--- src/rtl/i2c_rp_pkg.sv ---
package i2c_rp_pkg;
  localparam int ADDR_W = 7;
  localparam int PTR_W  = 8;
  localparam int REG_W  = 16;
  localparam int BYTE_W = 8;

  typedef enum logic [2:0] {
    ST_IDLE,
    ST_ADDR,
    ST_ADDR_ACK,
    ST_WR,
    ST_WR_ACK,
    ST_RD,
    ST_RD_ACK
  } st_e;

  // pointers 01h..03h hold writable registers
  function automatic logic is_rw(input logic [PTR_W-1:0] p);
    return (p >= PTR_W'(1)) && (p <= PTR_W'(3));
  endfunction
endpackage

--- src/rtl/i2c_rp_sync.sv ---
module i2c_rp_sync #(
  parameter int STAGES = 2
) (
  input  logic clk_i,
  input  logic rst_ni,
  input  logic scl_i,
  input  logic sda_i,
  output logic scl_s_o,
  output logic sda_s_o,
  output logic rise_o,
  output logic fall_o,
  output logic start_o,
  output logic stop_o
);
  logic [STAGES-1:0] scl_ff, sda_ff;
  logic scl_q, sda_q;

  always_ff @(posedge clk_i or negedge rst_ni) begin
    if (!rst_ni) begin
      scl_ff <= '1;
      sda_ff <= '1;
      scl_q  <= 1'b1;
      sda_q  <= 1'b1;
    end else begin
      scl_ff <= {scl_ff[STAGES-2:0], scl_i};
      sda_ff <= {sda_ff[STAGES-2:0], sda_i};
      scl_q  <= scl_ff[STAGES-1];
      sda_q  <= sda_ff[STAGES-1];
    end
  end

  assign scl_s_o = scl_ff[STAGES-1];
  assign sda_s_o = sda_ff[STAGES-1];
  assign rise_o  = scl_s_o & ~scl_q;
  assign fall_o  = ~scl_s_o & scl_q;
  // SDA edges while SCL stays high
  assign start_o = scl_s_o & scl_q & sda_q & ~sda_s_o;
  assign stop_o  = scl_s_o & scl_q & ~sda_q & sda_s_o;
endmodule

--- src/rtl/i2c_rp_engine.sv ---
module i2c_rp_engine
  import i2c_rp_pkg::*;
(
  input  logic              clk_i,
  input  logic              rst_ni,
  input  logic              start_i,
  input  logic              stop_i,
  input  logic              rise_i,
  input  logic              fall_i,
  input  logic              sda_i,
  input  logic [ADDR_W-1:0] own_addr_i,
  input  logic [REG_W-1:0]  rdata_i,
  output logic              sda_oe_o,
  output logic [PTR_W-1:0]  ptr_o,
  output logic              cm_stb_o,
  output logic [REG_W-1:0]  cm_data_o
);
  st_e               state;
  logic [3:0]        cnt;
  logic [BYTE_W-1:0] sh, tx_sh, hi_q;
  logic [1:0]        wr_cnt;
  logic              rw, lo_sel, nack_q, oe_q;
  logic [REG_W-1:0]  tx_word;
  logic [BYTE_W-1:0] nxt_byte, nxt_tx;

  assign nxt_byte = {sh[BYTE_W-2:0], sda_i};
  assign nxt_tx   = lo_sel ? tx_word[BYTE_W-1:0] : tx_word[REG_W-1:BYTE_W];

  always_ff @(posedge clk_i or negedge rst_ni) begin
    if (!rst_ni) begin
      state     <= ST_IDLE;
      cnt       <= '0;
      sh        <= '0;
      tx_sh     <= '0;
      hi_q      <= '0;
      wr_cnt    <= '0;
      rw        <= 1'b0;
      lo_sel    <= 1'b0;
      nack_q    <= 1'b0;
      oe_q      <= 1'b0;
      tx_word   <= '0;
      ptr_o     <= '0;
      cm_stb_o  <= 1'b0;
      cm_data_o <= '0;
    end else begin
      cm_stb_o <= 1'b0;
      if (start_i) begin
        state  <= ST_ADDR;
        cnt    <= '0;
        wr_cnt <= '0;
        oe_q   <= 1'b0;
      end else if (stop_i) begin
        state <= ST_IDLE;
        oe_q  <= 1'b0;
      end else begin
        case (state)
          ST_ADDR: begin
            if (rise_i) begin
              sh  <= nxt_byte;
              cnt <= cnt + 4'd1;
            end else if (fall_i && cnt == 4'd8) begin
              cnt <= '0;
              if (sh[BYTE_W-1:1] == own_addr_i) begin
                rw    <= sh[0];
                oe_q  <= 1'b1;
                state <= ST_ADDR_ACK;
              end else begin
                state <= ST_IDLE;
              end
            end
          end
          ST_ADDR_ACK: begin
            if (fall_i) begin
              if (rw) begin
                tx_word <= rdata_i;
                oe_q    <= ~rdata_i[REG_W-1];
                tx_sh   <= {rdata_i[REG_W-2:BYTE_W], 1'b0};
                lo_sel  <= 1'b1;
                state   <= ST_RD;
              end else begin
                oe_q  <= 1'b0;
                state <= ST_WR;
              end
            end
          end
          ST_WR: begin
            if (rise_i) begin
              sh  <= nxt_byte;
              cnt <= cnt + 4'd1;
              if (cnt == 4'd7) begin
                case (wr_cnt)
                  2'd0: ptr_o <= nxt_byte;
                  2'd1: hi_q  <= nxt_byte;
                  2'd2: begin
                    cm_stb_o  <= 1'b1;
                    cm_data_o <= {hi_q, nxt_byte};
                  end
                  default: ;
                endcase
                if (wr_cnt != 2'd3) wr_cnt <= wr_cnt + 2'd1;
              end
            end else if (fall_i && cnt == 4'd8) begin
              cnt   <= '0;
              oe_q  <= 1'b1;
              state <= ST_WR_ACK;
            end
          end
          ST_WR_ACK: begin
            if (fall_i) begin
              oe_q  <= 1'b0;
              state <= ST_WR;
            end
          end
          ST_RD: begin
            if (rise_i) begin
              cnt <= cnt + 4'd1;
            end else if (fall_i) begin
              if (cnt == 4'd8) begin
                cnt   <= '0;
                oe_q  <= 1'b0;
                state <= ST_RD_ACK;
              end else begin
                oe_q  <= ~tx_sh[BYTE_W-1];
                tx_sh <= {tx_sh[BYTE_W-2:0], 1'b0};
              end
            end
          end
          ST_RD_ACK: begin
            if (rise_i) begin
              nack_q <= sda_i;
            end else if (fall_i) begin
              if (nack_q) begin
                state <= ST_IDLE;
              end else begin
                oe_q   <= ~nxt_tx[BYTE_W-1];
                tx_sh  <= {nxt_tx[BYTE_W-2:0], 1'b0};
                lo_sel <= ~lo_sel;
                state  <= ST_RD;
              end
            end
          end
          default: ;
        endcase
      end
    end
  end

  assign sda_oe_o = oe_q;
endmodule

--- src/rtl/i2c_rp_regs.sv ---
module i2c_rp_regs
  import i2c_rp_pkg::*;
#(
  parameter logic [REG_W-1:0] CFG_RST = 16'hC810,
  parameter logic [REG_W-1:0] LO_RST  = 16'hC000,
  parameter logic [REG_W-1:0] HI_RST  = 16'hBFFF,
  parameter logic [REG_W-1:0] MFR_ID  = 16'h5449,
  parameter logic [REG_W-1:0] DEV_ID  = 16'h3001
) (
  input  logic             clk_i,
  input  logic             rst_ni,
  input  logic             wr_en_i,
  input  logic [PTR_W-1:0] wr_idx_i,
  input  logic [REG_W-1:0] wr_data_i,
  input  logic [PTR_W-1:0] ptr_i,
  input  logic [REG_W-1:0] result_i,
  output logic [REG_W-1:0] rdata_o
);
  localparam int NUM_RW = 3;
  logic [REG_W-1:0] rw_val [NUM_RW];

  for (genvar g = 0; g < NUM_RW; g++) begin : gen_rw
    localparam logic [REG_W-1:0] RV = (g == 0) ? CFG_RST : (g == 1) ? LO_RST : HI_RST;
    logic [REG_W-1:0] q;
    always_ff @(posedge clk_i or negedge rst_ni) begin
      if (!rst_ni) q <= RV;
      else if (wr_en_i && wr_idx_i == PTR_W'(g + 1)) q <= wr_data_i;
    end
    assign rw_val[g] = q;
  end

  always_comb begin
    rdata_o = '0;
    case (ptr_i)
      8'h00: rdata_o = result_i;
      8'h7E: rdata_o = MFR_ID;
      8'h7F: rdata_o = DEV_ID;
      default: begin
        for (int i = 0; i < NUM_RW; i++)
          if (ptr_i == PTR_W'(i + 1)) rdata_o = rw_val[i];
      end
    endcase
  end
endmodule

--- src/rtl/i2c_rp_target.sv ---
module i2c_rp_target
  import i2c_rp_pkg::*;
#(
  parameter logic [ADDR_W-1:0] BASE_ADDR = 7'h44,
  parameter int                SYNC_STG  = 2
) (
  input  logic             clk_i,
  input  logic             rst_ni,
  input  logic             scl_i,
  input  logic             sda_i,
  output logic             sda_oe_o,
  input  logic [1:0]       addr_sel_i,
  input  logic [REG_W-1:0] result_i,
  output logic             wr_stb_o,
  output logic [PTR_W-1:0] wr_idx_o,
  output logic [REG_W-1:0] wr_data_o,
  output logic [REG_W-1:0] rd_data_o
);
  logic scl_s, sda_s, scl_rise, scl_fall, start_det, stop_det;
  logic cm_stb;
  logic [PTR_W-1:0]  ptr;
  logic [REG_W-1:0]  cm_data;
  logic [ADDR_W-1:0] own_addr;

  assign own_addr = BASE_ADDR + ADDR_W'(addr_sel_i);

  i2c_rp_sync #(.STAGES(SYNC_STG)) u_sync (
    .clk_i   (clk_i),
    .rst_ni  (rst_ni),
    .scl_i   (scl_i),
    .sda_i   (sda_i),
    .scl_s_o (scl_s),
    .sda_s_o (sda_s),
    .rise_o  (scl_rise),
    .fall_o  (scl_fall),
    .start_o (start_det),
    .stop_o  (stop_det)
  );

  i2c_rp_engine u_eng (
    .clk_i      (clk_i),
    .rst_ni     (rst_ni),
    .start_i    (start_det),
    .stop_i     (stop_det),
    .rise_i     (scl_rise),
    .fall_i     (scl_fall),
    .sda_i      (sda_s),
    .own_addr_i (own_addr),
    .rdata_i    (rd_data_o),
    .sda_oe_o   (sda_oe_o),
    .ptr_o      (ptr),
    .cm_stb_o   (cm_stb),
    .cm_data_o  (cm_data)
  );

  assign wr_stb_o  = cm_stb & is_rw(ptr);
  assign wr_idx_o  = ptr;
  assign wr_data_o = cm_data;

  i2c_rp_regs u_regs (
    .clk_i     (clk_i),
    .rst_ni    (rst_ni),
    .wr_en_i   (wr_stb_o),
    .wr_idx_i  (wr_idx_o),
    .wr_data_i (wr_data_o),
    .ptr_i     (ptr),
    .result_i  (result_i),
    .rdata_o   (rd_data_o)
  );
endmodule

--- config.mk ---
export PLATFORM = sky130hd
export DESIGN_NAME = i2c_rp_target
export DESIGN_NICKNAME = d
export VERILOG_FILES = /design/src/rtl/i2c_rp_pkg.sv /design/src/rtl/i2c_rp_sync.sv /design/src/rtl/i2c_rp_engine.sv /design/src/rtl/i2c_rp_regs.sv /design/src/rtl/i2c_rp_target.sv
export SDC_FILE = /design/constraint.sdc
export NUM_CORES = 1
export LEC_CHECK = 0
export ABC_AREA = 1
export BUFFER_PORTS_ARGS = -buffer_cell sky130_fd_sc_hd__buf_2
export CORE_UTILIZATION = 40
export DETAILED_ROUTE_END_ITERATION = 10
export SLEW_MARGIN = 20
export SYNTH_ARGS = -nofsm -noshare
export SYNTH_HDL_FRONTEND = slang
export SYNTH_SLANG_ARGS = --single-unit
--- constraint.sdc ---
create_clock -name clk_i -period 1.4 [get_ports clk_i]
set_input_delay 0.21 -clock clk_i [delete_from_list [all_inputs] [get_ports clk_i]]
set_output_delay 0.21 -clock clk_i [all_outputs]
set_load 0.01 [all_outputs]
==> impl_metrics.yaml <==
worst_hold_path:
  hp-class: "primary input to register"
  holdCritStartpoint: "result_i[15]"
sta:
  worstMarginPinSlew_ps: 540
  drv_slew: 0
  min_period_ps: 2140
  rsz0062_at_grt: "true"
  setup_viol: 140
  skew_ps: 12.0
  setup_slack_ps: -741
  period_share: 1.53
  max_freq_mhz: 467
  hold_viol_final: 0
  holdWs_ps: 107
  relSlewSlack: 0.640
placed_design:
  hpwlAfterDp_um: 12800
  placed_area_um2: 7870
  pre_cts_ws_ps: -407
  gp_congestion: 0.878
  place.port_buffers: 63
cells_and_area:
  area_growth_pct: 66.4
  final_nets: 1056
  stdcell_area_um2: 10600
  drive_gt1_frac: 0.545
  antenna_cells: 0
grt:
  grt_first_pass_wirelength_um: 31900
  track_usage: 0.258
  grt-ovfl-total: 0
  grt_pass1_vias: 6127
  antenna_found_initial: 0
  grt_max_degree: 99
detailed_routing:
  drc: 0
  via_count: 6479
  wl_um: 21900
  dr.pass1.iters: 5
  vias_per_cell: 5.17
  first_iter_violations: 526
  wl_per_cell_um: 17.5
  antenna_left: 0
clock_network:
  cts_tree: "built"
  cts_buffer_depth: 2
  clock-sinks: 131
  path_clk_slew_ps: 60
  root_buffer: "clkbuf_16"
  htreeDepth: 4
  cts_buffers: 17
  clk_latency_ps: 420
logic_synthesis:
  avgSynthCellArea_um2: 8.06
  seq_area_frac_synth: 0.522
  synthTopCellsByArea: "dfrtp_1 41%, nand2_1 16%, dfstp_2 11%"
  synth_fp_nets: 815
  synth_area_um2: 6340
  synth_top_area_cell: "dfrtp_1"
  yosys_warnings: 0
  synth.top_cell.area_share: 0.410
  synthCells: 787
  ys_seq_elements: 131
  ys_types: 35
floorplan:
  die-area_um2: 16400
  boundaryPins: 64
  std_cell_rows: 45
  fp.dieW_um: 128
  coreArea_um2: 15300
  die_y_um: 128
  start_util: 0.414
critical_path:
  critPathKind: "register to output pin"
  r2r-start: "u_eng.ptr_o[7]"
  critPathLaunch: "u_eng.ptr_o[7]"
  cp.arrival_ps: 1930
  worstPathRequired_ps: 1190
  cp_max_fo: 8
  cp-start-kind: "register"
  end_kind: "output pin"
power:
  vdd_drop_max_mv: 0.853
  p_leak_nw: 5.13
  powerDensity_nw_per_um2: 1270
flow_run:
  drv_cap: 0
run_status:
  violations: "negative setup slack"
  outcome: "complete, but fails checks"
[cell usage in the layout (no fill, tap or decap), types with 27 or more instances in the layout]
| cell type | netlist | routed |
|---|---|---|
| nand2_2 | 5 | 59 |
| nand3_1 | 42 | 29 |
| o21ai_1 | 17 | 41 |
| nand2_4 | 1 | 48 |
| dfstp_2 | 27 | 27 |
| buf_2 | 10 | 60 |
| buf_6 | 2 | 55 |
| inv_1 | 72 | 57 |
| dfrtp_1 | 104 | 102 |
| o21ai_2 | 0 | 45 |
| nor2_4 | 3 | 27 |
| o21ai_0 | 104 | 32 |
| buf_4 | 6 | 99 |
| nand2_1 | 264 | 160 |
[critical path: stages (launching register included)]
cell and delay (ps):
dfrtp_1 430, nor2_2 170, nand2_4 130, inv_4 130
nand2_1 100, inv_4 120, nand2_1 80, nand3_2 100
or2_4 130, buf_2 120
[synth_stat cells, drive strengths merged]
cell / instances
nor2: 60
o211ai: 1
a31oi: 2
nand3: 44
or2: 6
clkinv: 1
o2111ai: 1
a21oi: 16
ha: 6
inv: 81
and3: 1
xor2: 1
buf: 18
clkbuf: 6
dfrtp: 104
nor3b: 1
nor3: 3
nand4: 16
dfstp: 27
nand2: 270
o31ai: 1
o21ai: 121
[cell families after synthesis]
kind of cell,Yosys count,share of synthesized area
AOI/OAI and AO/OA,142,0.118
buffers and inverters,106,0.0706
adders and majority gates,6,0.0118
and+or+nand+nor,401,0.276
DFF,131,0.522
xor gates and xnor gates,1,0.00138
[power breakdown]
part           total [W]  switching, W  internal, W
Combinational    0.00389       0.00217      0.00172
Clock            0.00479       0.00172      0.00308
Sequential       0.00471      0.000390      0.00432
[per-stage QoR]
| step | cells | setup TNS, ps | util | power, W |
|---|---|---|---|---|
| 3_5_place_dp | 1148 | -23220 | 0.514 | 0.00755 |
| 5_1_grt | 1252 | -51310 | 0.689 | 0.0140 |
| 6_report | 1252 | -41040 | 0.689 | 0.0134 |
| 2_1_floorplan | 787 | -4560 | - | 0.00641 |
| 3_3_place_gp | 1148 | -21360 | 0.514 | 0.00750 |
| 4_1_cts | 1227 | -33330 | 0.623 | 0.0129 |
[layout make-up]
class	instances	area, um2
multi-input cells	552	3740
repair inverters	1	6.26
fillers	1152	4760
clock inverters	12	179
well taps	211	264
flip-flops and latches	131	3310
inverters	82	360
clock buffers	20	457
repair buffers	243	2240
[state kept, by name (all words and copies together) (netlist names)]
signal	count
u_eng.rw	1
u_eng.ptr_o	8
u_eng.lo_sel	1
u_eng.cm_stb_o	1
u_sync.sda_ff	2
u_eng.cnt	4
u_regs.gen_rw.q	48
u_sync.scl_q	1
u_eng.nack_q	1
u_eng.tx_sh	7
u_eng.cm_data_o	16
u_eng.state	3
u_eng.hi_q	8
u_eng.sda_oe_o	1
u_eng.wr_cnt	2
u_eng.tx_word	16
u_sync.scl_ff	2
u_eng.sh	8
u_sync.sda_q	1
[routing by layer]
metal,up-vias,wire (um),GRT usage
met5,-,0,0
met4,0,593,0.102
met3,43,1040,0.0568
met2,209,11000,0.417
met1,3181,9260,0.338
li1,3046,-,-
[worst paths after layout]
check                                           end  slack (ps)  cells after the start
worst max-delay path                   rd_data_o[0]        -740                      9
worst min-delay path              u_eng.tx_word[15]         110                      3
worst max register to register       u_eng.tx_sh[2]        -420                     10
worst min register to register     u_sync.scl_ff[1]         360                      0
max in group asynchronous            u_eng.ptr_o[1]         560                      3
min in group asynchronous       u_eng.cm_data_o[12]         380                      3
[timing repair]
item	CTS	global route
endpoints found under the hold margin	106	0
pin swaps	53	59
resized for setup	181	250
hold buffers	3	0
endpoints found under the setup margin	142	144
cloned	7	8
buffers inserted	42	30
(Power assumes the default switching activity.)
